### config.mk
export PLATFORM = sky130hd
export DESIGN_NAME = i2c_slave_rx
export DESIGN_NICKNAME = d
export VERILOG_FILES = /design/src/rtl/i2cs_pkg.sv /design/src/rtl/i2cs_sync_edge.sv /design/src/rtl/i2cs_shifter.sv /design/src/rtl/i2cs_ctrl.sv /design/src/rtl/i2c_slave_rx.sv
export SDC_FILE = /design/constraint.sdc
export NUM_CORES = 1
export LEC_CHECK = 0
export BUFFER_PORTS_ARGS = -buffer_cell sky130_fd_sc_hd__buf_2
export CAP_MARGIN = 20
export CORE_MARGIN = 3
export CORE_UTILIZATION = 57
export DETAILED_ROUTE_END_ITERATION = 6
export GPL_TIMING_DRIVEN = 0
export MAX_ROUTING_LAYER = met4
export PLACE_DENSITY = 0.79
export RECOVER_POWER = 50
export SLEW_MARGIN = 20
export SYNTH_ARGS = -nofsm -noshare
export SYNTH_HDL_FRONTEND = slang
export SYNTH_SLANG_ARGS = --single-unit
### constraint.sdc
create_clock -name clk -period 2.5 [get_ports clk]
set_input_delay 0.375 -clock clk [delete_from_list [all_inputs] [get_ports clk]]
set_output_delay 0.375 -clock clk [all_outputs]
set_load 0.1 [all_outputs]
### src/rtl/i2cs_pkg.sv
package i2cs_pkg;

  localparam int BYTE_W = 8;
  localparam logic [4:0] TEN_PREFIX = 5'b11110;

  typedef enum logic [2:0] {
    ST_IDLE,
    ST_ADDR,
    ST_ADDR_LO,
    ST_DATA,
    ST_SKIP
  } slv_state_e;

  // Seven-bit compare: R/W bit excluded
  function automatic logic addr7_hit(input logic [BYTE_W-1:0] sr,
                                     input logic [BYTE_W-1:0] ar);
    return sr[BYTE_W-1:1] == ar[BYTE_W-1:1];
  endfunction

  // Ten-bit header: fixed prefix plus compare of bits 7..1
  function automatic logic ten_hdr_hit(input logic [BYTE_W-1:0] sr,
                                       input logic [BYTE_W-1:0] ar);
    return (sr[BYTE_W-1:BYTE_W-5] == TEN_PREFIX) && addr7_hit(sr, ar);
  endfunction

endpackage

### src/rtl/i2cs_sync_edge.sv
module i2cs_sync_edge #(
  parameter int STAGES = 2
) (
  input  logic clk,
  input  logic rst_n,
  input  logic scl_i,
  input  logic sda_i,
  output logic scl_rise_o,
  output logic scl_fall_o,
  output logic sda_s_o,
  output logic start_o,
  output logic stop_o
);

  logic [STAGES-1:0] scl_pipe;
  logic [STAGES-1:0] sda_pipe;
  logic              scl_prev;
  logic              sda_prev;

  genvar g;
  generate
    for (g = 0; g < STAGES; g++) begin : g_stage
      if (g == 0) begin : g_first
        always_ff @(posedge clk or negedge rst_n) begin
          if (!rst_n) begin
            scl_pipe[g] <= 1'b1;
            sda_pipe[g] <= 1'b1;
          end else begin
            scl_pipe[g] <= scl_i;
            sda_pipe[g] <= sda_i;
          end
        end
      end else begin : g_next
        always_ff @(posedge clk or negedge rst_n) begin
          if (!rst_n) begin
            scl_pipe[g] <= 1'b1;
            sda_pipe[g] <= 1'b1;
          end else begin
            scl_pipe[g] <= scl_pipe[g-1];
            sda_pipe[g] <= sda_pipe[g-1];
          end
        end
      end
    end
  endgenerate

  always_ff @(posedge clk or negedge rst_n) begin
    if (!rst_n) begin
      scl_prev <= 1'b1;
      sda_prev <= 1'b1;
    end else begin
      scl_prev <= scl_pipe[STAGES-1];
      sda_prev <= sda_pipe[STAGES-1];
    end
  end

  logic scl_s;
  assign scl_s      = scl_pipe[STAGES-1];
  assign sda_s_o    = sda_pipe[STAGES-1];
  assign scl_rise_o = scl_s & ~scl_prev;
  assign scl_fall_o = ~scl_s & scl_prev;
  assign start_o    = scl_s & scl_prev & sda_prev & ~sda_s_o;
  assign stop_o     = scl_s & scl_prev & ~sda_prev & sda_s_o;

endmodule

### src/rtl/i2cs_shifter.sv
module i2cs_shifter
  import i2cs_pkg::*;
(
  input  logic              clk,
  input  logic              rst_n,
  input  logic              clr_i,
  input  logic              scl_rise_i,
  input  logic              scl_fall_i,
  input  logic              sda_s_i,
  output logic [BYTE_W-1:0] shreg_o,
  output logic              byte_end_o,
  output logic              ack_end_o
);

  localparam int CNT_W = $clog2(BYTE_W + 2);
  localparam logic [CNT_W-1:0] LAST_DATA = CNT_W'(BYTE_W);
  localparam logic [CNT_W-1:0] ACK_SLOT  = CNT_W'(BYTE_W + 1);

  logic [CNT_W-1:0] cnt_q;

  always_ff @(posedge clk or negedge rst_n) begin
    if (!rst_n) begin
      cnt_q   <= '0;
      shreg_o <= '0;
    end else if (clr_i) begin
      cnt_q <= '0;
    end else if (scl_rise_i) begin
      if (cnt_q < LAST_DATA) shreg_o <= {shreg_o[BYTE_W-2:0], sda_s_i};
      if (cnt_q < ACK_SLOT)  cnt_q   <= cnt_q + 1'b1;
    end else if (scl_fall_i && cnt_q == ACK_SLOT) begin
      cnt_q <= '0;
    end
  end

  assign byte_end_o = scl_fall_i & (cnt_q == LAST_DATA) & ~clr_i;
  assign ack_end_o  = scl_fall_i & (cnt_q == ACK_SLOT) & ~clr_i;

endmodule

### src/rtl/i2cs_ctrl.sv
module i2cs_ctrl
  import i2cs_pkg::*;
#(
  parameter logic [BYTE_W-1:0] RESET_ADDR = '0
) (
  input  logic              clk,
  input  logic              rst_n,
  input  logic              ten_bit_i,
  input  logic              start_i,
  input  logic              stop_i,
  input  logic              byte_end_i,
  input  logic              ack_end_i,
  input  logic [BYTE_W-1:0] shreg_i,
  input  logic              cpu_rd_i,
  input  logic              cpu_addr_we_i,
  input  logic [BYTE_W-1:0] cpu_addr_i,
  input  logic              cpu_ovf_clr_i,
  input  logic              cpu_irq_clr_i,
  output logic [BYTE_W-1:0] buf_o,
  output logic              bf_o,
  output logic              ovf_o,
  output logic              irq_o,
  output logic              upd_o,
  output logic              sda_pull_o,
  output logic              scl_pull_o,
  output logic              byte_hit_o
);

  slv_state_e        state_q;
  slv_state_e        nxt_state;
  logic [BYTE_W-1:0] addr_q;
  logic              ten_done_q;
  logic              ack_q;
  logic              irq_pend_q;
  logic              upd_pend_q;
  logic              hit;
  logic              upd_want;
  logic              lo_pass;
  logic              accept;
  logic              bus_evt;

  always_comb begin
    hit       = 1'b0;
    upd_want  = 1'b0;
    lo_pass   = 1'b0;
    nxt_state = ST_SKIP;
    unique case (state_q)
      ST_ADDR: begin
        nxt_state = ST_DATA;
        if (!ten_bit_i) begin
          hit = addr7_hit(shreg_i, addr_q);
        end else if (ten_done_q) begin
          hit = ten_hdr_hit(shreg_i, addr_q);
        end else begin
          hit       = ten_hdr_hit(shreg_i, addr_q) & ~shreg_i[0];
          upd_want  = 1'b1;
          nxt_state = ST_ADDR_LO;
        end
      end
      ST_ADDR_LO: begin
        hit       = (shreg_i == addr_q);
        upd_want  = 1'b1;
        lo_pass   = 1'b1;
        nxt_state = ST_DATA;
      end
      ST_DATA: begin
        hit       = 1'b1;
        nxt_state = ST_DATA;
      end
      default: begin
        hit = 1'b0;
      end
    endcase
  end

  assign byte_hit_o = byte_end_i & hit;
  assign accept     = byte_hit_o & ~bf_o & ~ovf_o;
  assign bus_evt    = start_i | stop_i;

  // Transfer state and ten-bit completion
  always_ff @(posedge clk or negedge rst_n) begin
    if (!rst_n) begin
      state_q    <= ST_IDLE;
      ten_done_q <= 1'b0;
    end else if (stop_i) begin
      state_q    <= ST_IDLE;
      ten_done_q <= 1'b0;
    end else if (start_i) begin
      state_q <= ST_ADDR;
    end else if (byte_end_i) begin
      if (accept)                 state_q <= nxt_state;
      else if (state_q != ST_DATA) state_q <= ST_SKIP;
      if (accept && lo_pass)      ten_done_q <= 1'b1;
    end
  end

  // Acknowledge drive and per-byte pending events
  always_ff @(posedge clk or negedge rst_n) begin
    if (!rst_n) begin
      ack_q      <= 1'b0;
      irq_pend_q <= 1'b0;
      upd_pend_q <= 1'b0;
    end else if (bus_evt || ack_end_i) begin
      ack_q      <= 1'b0;
      irq_pend_q <= 1'b0;
      upd_pend_q <= 1'b0;
    end else if (byte_end_i) begin
      ack_q      <= accept;
      irq_pend_q <= byte_hit_o;
      upd_pend_q <= accept & upd_want;
    end
  end

  // Status flags; a set in the same cycle wins over a clear
  always_ff @(posedge clk or negedge rst_n) begin
    if (!rst_n) begin
      irq_o <= 1'b0;
      upd_o <= 1'b0;
      ovf_o <= 1'b0;
      bf_o  <= 1'b0;
      buf_o <= '0;
    end else begin
      if (ack_end_i && irq_pend_q) irq_o <= 1'b1;
      else if (cpu_irq_clr_i)      irq_o <= 1'b0;

      if (ack_end_i && upd_pend_q) upd_o <= 1'b1;
      else if (cpu_addr_we_i)      upd_o <= 1'b0;

      if (byte_hit_o && bf_o)      ovf_o <= 1'b1;
      else if (cpu_ovf_clr_i)      ovf_o <= 1'b0;

      if (accept) begin
        buf_o <= shreg_i;
        bf_o  <= 1'b1;
      end else if (cpu_rd_i) begin
        bf_o <= 1'b0;
      end
    end
  end

  always_ff @(posedge clk or negedge rst_n) begin
    if (!rst_n)             addr_q <= RESET_ADDR;
    else if (cpu_addr_we_i) addr_q <= cpu_addr_i;
  end

  assign sda_pull_o = ack_q;
  assign scl_pull_o = upd_o;

endmodule

### src/rtl/i2c_slave_rx.sv
module i2c_slave_rx
  import i2cs_pkg::*;
#(
  parameter int                SYNC_STAGES = 2,
  parameter logic [BYTE_W-1:0] RESET_ADDR  = '0
) (
  input  logic              clk,
  input  logic              rst_n,
  input  logic              ten_bit_i,
  input  logic              scl_i,
  input  logic              sda_i,
  output logic              scl_pull_o,
  output logic              sda_pull_o,
  input  logic              cpu_rd_i,
  output logic [BYTE_W-1:0] cpu_buf_o,
  input  logic              cpu_addr_we_i,
  input  logic [BYTE_W-1:0] cpu_addr_i,
  input  logic              cpu_ovf_clr_i,
  input  logic              cpu_irq_clr_i,
  output logic              buf_full_o,
  output logic              ovf_o,
  output logic              irq_o,
  output logic              addr_upd_o
);

  // Named internal events, also used by the bound checker
  logic              scl_rise_w;
  logic              scl_fall_w;
  logic              sda_s_w;
  logic              start_w;
  logic              stop_w;
  logic              byte_end_w;
  logic              ack_end_w;
  logic              byte_hit_w;
  logic [BYTE_W-1:0] shreg_w;

  i2cs_sync_edge #(.STAGES(SYNC_STAGES)) u_sync (
    .clk        (clk),
    .rst_n      (rst_n),
    .scl_i      (scl_i),
    .sda_i      (sda_i),
    .scl_rise_o (scl_rise_w),
    .scl_fall_o (scl_fall_w),
    .sda_s_o    (sda_s_w),
    .start_o    (start_w),
    .stop_o     (stop_w)
  );

  i2cs_shifter u_shift (
    .clk        (clk),
    .rst_n      (rst_n),
    .clr_i      (start_w | stop_w),
    .scl_rise_i (scl_rise_w),
    .scl_fall_i (scl_fall_w),
    .sda_s_i    (sda_s_w),
    .shreg_o    (shreg_w),
    .byte_end_o (byte_end_w),
    .ack_end_o  (ack_end_w)
  );

  i2cs_ctrl #(.RESET_ADDR(RESET_ADDR)) u_ctrl (
    .clk           (clk),
    .rst_n         (rst_n),
    .ten_bit_i     (ten_bit_i),
    .start_i       (start_w),
    .stop_i        (stop_w),
    .byte_end_i    (byte_end_w),
    .ack_end_i     (ack_end_w),
    .shreg_i       (shreg_w),
    .cpu_rd_i      (cpu_rd_i),
    .cpu_addr_we_i (cpu_addr_we_i),
    .cpu_addr_i    (cpu_addr_i),
    .cpu_ovf_clr_i (cpu_ovf_clr_i),
    .cpu_irq_clr_i (cpu_irq_clr_i),
    .buf_o         (cpu_buf_o),
    .bf_o          (buf_full_o),
    .ovf_o         (ovf_o),
    .irq_o         (irq_o),
    .upd_o         (addr_upd_o),
    .sda_pull_o    (sda_pull_o),
    .scl_pull_o    (scl_pull_o),
    .byte_hit_o    (byte_hit_w)
  );

endmodule

## After elaboration in Yosys (flattened, before gate mapping)

Cells that the tools add are included.
W data, S select, Z words.

- Register bits after elaboration: 45
- Bits of input ports: 17
- Output and inout port bits: 14
- Word-level logic and storage cells: 117

- Add/subtract/negate cells: 1
- Magnitude comparators: 2
- Equality and inequality tests: 11
- Mux-type cells: 37
- Bitwise operators: 25
- Reduce and logical (&&, ||, !) cells: 22

Operator list:

| operator | number |
|---|---|
| $mux W1 | 24 |
| $mux W3 | 6 |
| $and A1 B1 Y1 | 16 |
| $mux W4 | 4 |
| $reduce_bool A2 Y1 | 7 |
| $eq A4 B4 Y1 const B | 2 |
| $eq A8 B8 Y1 | 1 |
| $lt A4 B4 Y1 const B | 2 |
| $not A1 Y1 | 8 |
| $eq A7 B7 Y1 | 1 |
| $eq A3 B2 Y1 const B | 2 |
| $logic_and A1 B1 Y1 | 6 |
| $pmux W3 S2 | 1 |
| $reduce_and A3 Y1 | 2 |
| $reduce_bool A3 Y1 | 2 |
| $eq A5 B5 Y1 const B | 1 |
| $add A4 B1 Y4 const B | 1 |
| $reduce_and A2 Y1 | 2 |
| $reduce_bool A4 Y1 | 1 |
| $eq A3 B1 Y1 const B | 1 |
| $ne A3 B1 Y1 const B | 1 |
| $ne A3 B2 Y1 const B | 1 |
| $pmux W1 S3 | 1 |
| $ne A2 B2 Y1 const B | 1 |
| 4 further kinds | 4 |

## Depth between registers and ports, before layout

- Depth after elaboration: 14
- Depth in mapped cells: 7
- Gate-level depth less buffers: 7

## Cells and area by module

A second synthesis with hierarchy kept.

- Cells, all modules: 168
- Area, all modules: 2138.3 um2

By module, submodules not included:

| module | times used | cells each | area each (um2) | sequential area each (um2) |
|---|---|---|---|---|
| i2cs_ctrl | 1 | 109 | 1327.5 | 675.6 |
| i2cs_shifter | 1 | 48 | 614.3 | 300.3 |
| i2cs_sync_edge | 1 | 10 | 190.2 | 157.7 |
| i2c_slave_rx | 1 | 1 | 6.3 | 0.0 |

## Least setup slack after synthesis

No wires, ideal clock.

- Path type: reg2reg
- Start point: register u_ctrl.bf_o
- End point: register u_ctrl.buf_o[0]
- Library setup time: 0.133 ns
- Arrival time: 1.888 ns
- Path slack: 0.479 ns
- Cell stages (with the launch flop): 7
- Period minus slack after synthesis: 2.021 ns
- Cells stage by stage: dfrtp_1 -> nor2_1 -> and4b_1 -> clkbuf_1 -> and3_1 -> a221oi_1 -> nand3_1

- Longest elaborated chain between the ends: 3

RTL lines:

| item | RTL line | text |
|---|---|---|
| start: declaration | i2cs_ctrl.sv:20 | `output logic bf_o,` |
| start signal: assignment | i2cs_ctrl.sv:120 | `bf_o <= 1'b0;` |
| start signal: assignment | i2cs_ctrl.sv:134 | `bf_o <= 1'b1;` |
| start signal: assignment | i2cs_ctrl.sv:136 | `bf_o <= 1'b0;` |
| $not A1 Y1 | i2cs_ctrl.sv:77 | `assign accept = byte_hit_o & ~bf_o & ~ovf_o;` |
| $and A1 B1 Y1 (2 in series) | i2cs_ctrl.sv:77 |  |
| end signal: assignment | i2cs_ctrl.sv:133 | `buf_o <= shreg_i;` |
| end: declaration | i2cs_ctrl.sv:19 | `output logic [BYTE_W-1:0] buf_o,` |

Every way passes these cells.
A chain may end at the register's enable or synchronous reset.

## Final worst setup path

- Start point: register u_shift.shreg_o[7]
- End point: register u_ctrl.state_q[2]

- Longest elaborated chain between the ends: 13

RTL lines:

| item | RTL line | text |
|---|---|---|
| start: declaration | i2cs_shifter.sv:10 | `output logic [BYTE_W-1:0] shreg_o,` |
| start signal: assignment | i2cs_shifter.sv:28 | `if (cnt_q < LAST_DATA) shreg_o <= {shreg_o[BYTE_W-2:0], sda_s_i};` |
| $eq A7 B7 Y1 / $eq A5 B5 Y1 (equally long branches) | i2cs_pkg.sv:17, i2cs_pkg.sv:23 |  |
| $logic_and A1 B1 Y1 | i2cs_pkg.sv:23 | `return (sr[BYTE_W-1:BYTE_W-5] == TEN_PREFIX) && addr7_hit(sr, ar);` |
| $and A1 B1 Y1 | i2cs_ctrl.sv:55 | `hit = ten_hdr_hit(shreg_i, addr_q) & ~shreg_i[0];` |
| $mux W1 | i2cs_ctrl.sv:52 | `end else if (ten_done_q) begin` |
| $mux W1 | i2cs_ctrl.sv:50 | `if (!ten_bit_i) begin` |
| $pmux W1 S3 (*) | i2cs_ctrl.sv:47 | `unique case (state_q)` |
| $and A1 B1 Y1 (*) | i2cs_ctrl.sv:76 | `assign byte_hit_o = byte_end_i & hit;` |
| $and A1 B1 Y1 (*) (2 in series) | i2cs_ctrl.sv:77 |  |
| $mux W3 | i2cs_ctrl.sv:91 | `if (accept) state_q <= nxt_state;` |
| $mux W3 | i2cs_ctrl.sv:90 | `end else if (byte_end_i) begin` |
| $mux W3 | i2cs_ctrl.sv:88 | `end else if (start_i) begin` |
| $mux W3 | i2cs_ctrl.sv:85 | `end else if (stop_i) begin` |
| end signal: assignment | i2cs_ctrl.sv:91 |  |
| end: declaration | i2cs_ctrl.sv:29 | `slv_state_e state_q;` |

Mark *: on every way between the ends. The rest lies on a longest branch, timed or not. The select of a mux whose other input is x is not followed.

==> results list <==
* Count of clock tree sinks: between 40 and 50
- Total nets after synthesis: between 200 and 250
- Headroom to the max-slew limit came out at 35.0%.
- For this run the aggregate overflow at the end of global routing stands at 0.
* Number of buffers created by CTS: 5
- For this run, the top clock speed supported by timing is 463 MHz.
* Number of buffers added for setup after CTS: 0
- WL/cell: between 15 and 20 µm
- Full die area: 0.00483 mm²
* Unrepaired setup endpoints after global routing: no
- Number of antenna violations at the first check in global routing: 0
* Arrival @ worst endpoint: around 2.4 ns
- After clock tree synthesis, the flow added hold-fix buffers numbering 0.
- Yosys printed 0 warnings.
- TNS Setup: 0 ns
- Asr flop ratio synth: between 90% and 100%
- Number of vias per cell: ~6.1
* Max-cap check violation count: 0
* Prevailing post-synth register cell: dfrtp_1
- Hold path depth: 1
* Floorplan Core Area: around 0.0038 mm²
- TritonCTS built the clock tree.
- DRC violation total after the first TritonRoute iteration: ~170
* Height of the die: 69.5 µm
- Fraction of layout cells with a size suffix above 1: around 24%
- Finished Layout Cells: 297
- After synthesis, the mean cell area works out to roughly 11 µm².
- Global placement routability congestion: between 0.9 and 1
- Clock Latency Late Sink: 0.30 ns
- The flow ran to the end, and the final reports show no timing, DRC or antenna violations.
- After routing the design area is approximately 0.0026 mm².
* Deepest clock path buffer count: 2
- The share of the Yosys chip area taken by registers is between 40% and 50%.
- Slew at the pin with the worst max-slew slack: 0.974 ns
* Post-route fraction of the period consumed by the critical path: roughly 86%
- CTS root buf: clkbuf_8
* Maximum fanout count along the critical path: 10
- Synth top area share: around 42%
- The number of global-route vias before repair was around 1.8k.
* Area growth, synth to finish: 14.0%
- The detail route stage leaves a number of antenna-violating nets equal to 0.
- Setup slack closes at between 0.3 and 0.4 ns.
* Drt pass-1 iters: 4
* Number of pins exceeding their max-slew limit in the final report: 0
- The path with the worst hold slack has its endpoint at u_sync.scl_pipe[0]$_DFF_PN1_.
* Post-cts gate resize count: 0
- Number of distinct standard cells referenced by the synthesized netlist: between 40 and 50
- Worst reg2reg path startpoint: u_shift.shreg_o[7]$_DFFE_PN0P_
* Worst EP required: roughly 2.7 ns
- Once detailed placement completed, the half-perimeter wirelength came to ~3300 µm.
* Critical path startpoint category: flop
- In this run the cell area of the synthesized design comes to between 0.002 and 0.0025 mm².
- WL final: between 4000 and 5000 µm
- Die Width: just under 70 µm
- In this run the cell area measured after placement is 0.00250 mm².
* Number of instances in the placed design: 289
- Counting cells, the worst reg-to-reg path comes to 5.
- In the global route stage, met1 resource usage came out at between 20% and 30%.
* Tightest Hold Check Type: input pin to flop
- The routed layout has approximately 1.8k vias.
* Gate Count Post-Synth: 212
- Maximum number of pins on one net before global-route repair: 46
- In this run the critical register-to-register path is captured at u_ctrl.state_q[2]$_DFFE_PN0P_.
- Number of levels in the clock H-tree: 2
- The count of endpoints failing hold in the final timing report is 0.
- Category of the worst setup path capture point: flop
- In this run the core area contains 22 standard-cell rows.
- Initial Util: ~60%
* Grt met2 use: 33.3%
- After clock tree synthesis, the clock-pin slew on the worst setup and hold paths is 0.08 ns.
- Register-to-register setup slack: ~0.34 ns
- Total global routing track utilization: a little over a fifth
- Number of enable-type register cells in the synthesized netlist: 0
* DRC: 0
- Setup violations remaining at the end of the flow were counted as 0.
* Cells taking the most area after synthesis: dfrtp_1, dfstp_2, nand3_1
* Port buffer count: 29
- In the layout the commonest cells are dfrtp_1, buf_2, nand3_1.
- Min-delay src: scl_i
- For met3 alone, demand over resource in global routing was about 5%.
- Cell type with the highest aggregate area in the netlist: dfrtp_1
- Clock Skew: a little over 0.008 ns
- The critical path is of the flop to flop type.
* Most frequent standard cell in the layout excluding fill and tap cells: dfrtp_1
- Number of nets in the finished design: 268
- Prior to clock tree synthesis, the placed netlist has a worst setup slack of between 0.3 and 0.4 ns.
* Register bit total from synthesis: between 40 and 50
- 0 antenna diodes ended up in the layout.
- Leak pwr: 1.12 nW
* Worst IR Drop VDD: 0.000527 V
* Number of top-level pins: 31
* First-pass GRT wire length: between 8000 and 9000 µm
- Highest-utilization routing layer at the global route stage: met2
* Minimum clock period: around 2.2 ns
- Power per Cell Area: 729 mW/mm²
[sequential cells by signal, summed over array words and instances (netlist names)]
signal and count:
u_ctrl.addr_q 8, u_ctrl.buf_o 8, u_shift.shreg_o 8, u_shift.cnt_q 4, u_ctrl.state_q 3, u_ctrl.bf_o 1
u_ctrl.irq_o 1, u_ctrl.irq_pend_q 1, u_ctrl.ovf_o 1, u_ctrl.scl_pull_o 1, u_ctrl.sda_pull_o 1, u_ctrl.ten_done_q 1
u_ctrl.upd_pend_q 1, u_sync.scl_pipe 1, u_sync.scl_prev 1, u_sync.scl_s 1, u_sync.sda_pipe 1, u_sync.sda_prev 1
u_sync.sda_s_o 1
[synth_stat cells (all sizes together) (2+ instances only)]
library cell	number
dfrtp	39
nand3	19
mux2	16
nor2	12
xor2	10
and3	9
nor2b	9
a221oi	8
inv	8
nand2	8
o2111ai	8
clkbuf	6
dfstp	6
o21ai	6
a21oi	5
buf	5
nand2b	5
ha	3
nor3	3
a211oi	2
o211a	2
o211ai	2
o22ai	2
[worst max-delay path by stage]
stage | start | end | slack, ns
after floorplan | u_ctrl.bf_o$_DFFE_PN0P_ | u_ctrl.buf_o[0]$_DFFE_PN0P_ | 0.48
after global placement | u_shift.shreg_o[7]$_DFFE_PN0P_ | u_ctrl.state_q[2]$_DFFE_PN0P_ | 0.46
after detailed placement | u_shift.shreg_o[7]$_DFFE_PN0P_ | u_ctrl.buf_o[6]$_DFFE_PN0P_ | 0.38
after CTS | u_shift.shreg_o[7]$_DFFE_PN0P_ | u_ctrl.state_q[2]$_DFFE_PN0P_ | 0.33
after global routing | u_shift.shreg_o[7]$_DFFE_PN0P_ | u_ctrl.buf_o[6]$_DFFE_PN0P_ | 0.1
final | u_shift.shreg_o[7]$_DFFE_PN0P_ | u_ctrl.state_q[2]$_DFFE_PN0P_ | 0.34
[layer usage]
metal | share of wire (%) | vias up
met3 | 6.8 | 6
met4 | 1.3 | 0
met2 | 45 | 63
li1 | - | 861
met1 | 47 | 881
met5 | 0 | -
[final cells by class]
cell class / instances / area, µm²
Buffer: 11 / 50.0
Tap cell: 48 / 60.1
Sequential cell: 45 / 1130
Clock inverter: 1 / 30.0
Multi-Input combinational cell: 148 / 1080
Inverter: 8 / 30.0
Timing Repair Buffer: 29 / 145
Clock buffer: 7 / 86.3
Fill cell: 299 / 1150
[critical path, stage by stage, from the launching register on]
cell      delay (ns)
dfrtp_1         0.45
xor2_1          0.18
nor4_2          0.42
o211ai_2        0.32
maj3_2          0.45
o211a_1         0.23
[cell families (layout without fill, tap and decap cells)]
logic type | count (synthesis) | count (layout) | synth area share (%)
simple gates | 74 | 74 | 18.3
flops | 45 | 45 | 49.3
compound gates | 43 | 43 | 14.7
buf+inv | 19 | 56 | 3.48
mux | 16 | 16 | 7.84
xor+xnor | 11 | 11 | 4.19
fa+ha+maj | 4 | 4 | 2.12
[power breakdown]
part / switching (mW) / internal (mW) / leakage, nW / total (mW)
clock: 0.238 / 0.326 / 0.0585 / 0.564
sequential: 0.145 / 0.834 / 0.523 / 0.979
combinational: 0.200 / 0.169 / 0.540 / 0.369
[through the flow]
step                      total power, mW  hold WS, ns  utilization [%]
after floorplan                      1.23       0.0794                -
after global placement               1.34        0.346             66.4
after detailed placement             1.36        0.349             66.4
after CTS                            1.92        0.163             69.5
after global routing                 2.03        0.146             69.5
final                                1.91        0.170             69.5
(Power assumes the default switching activity.)
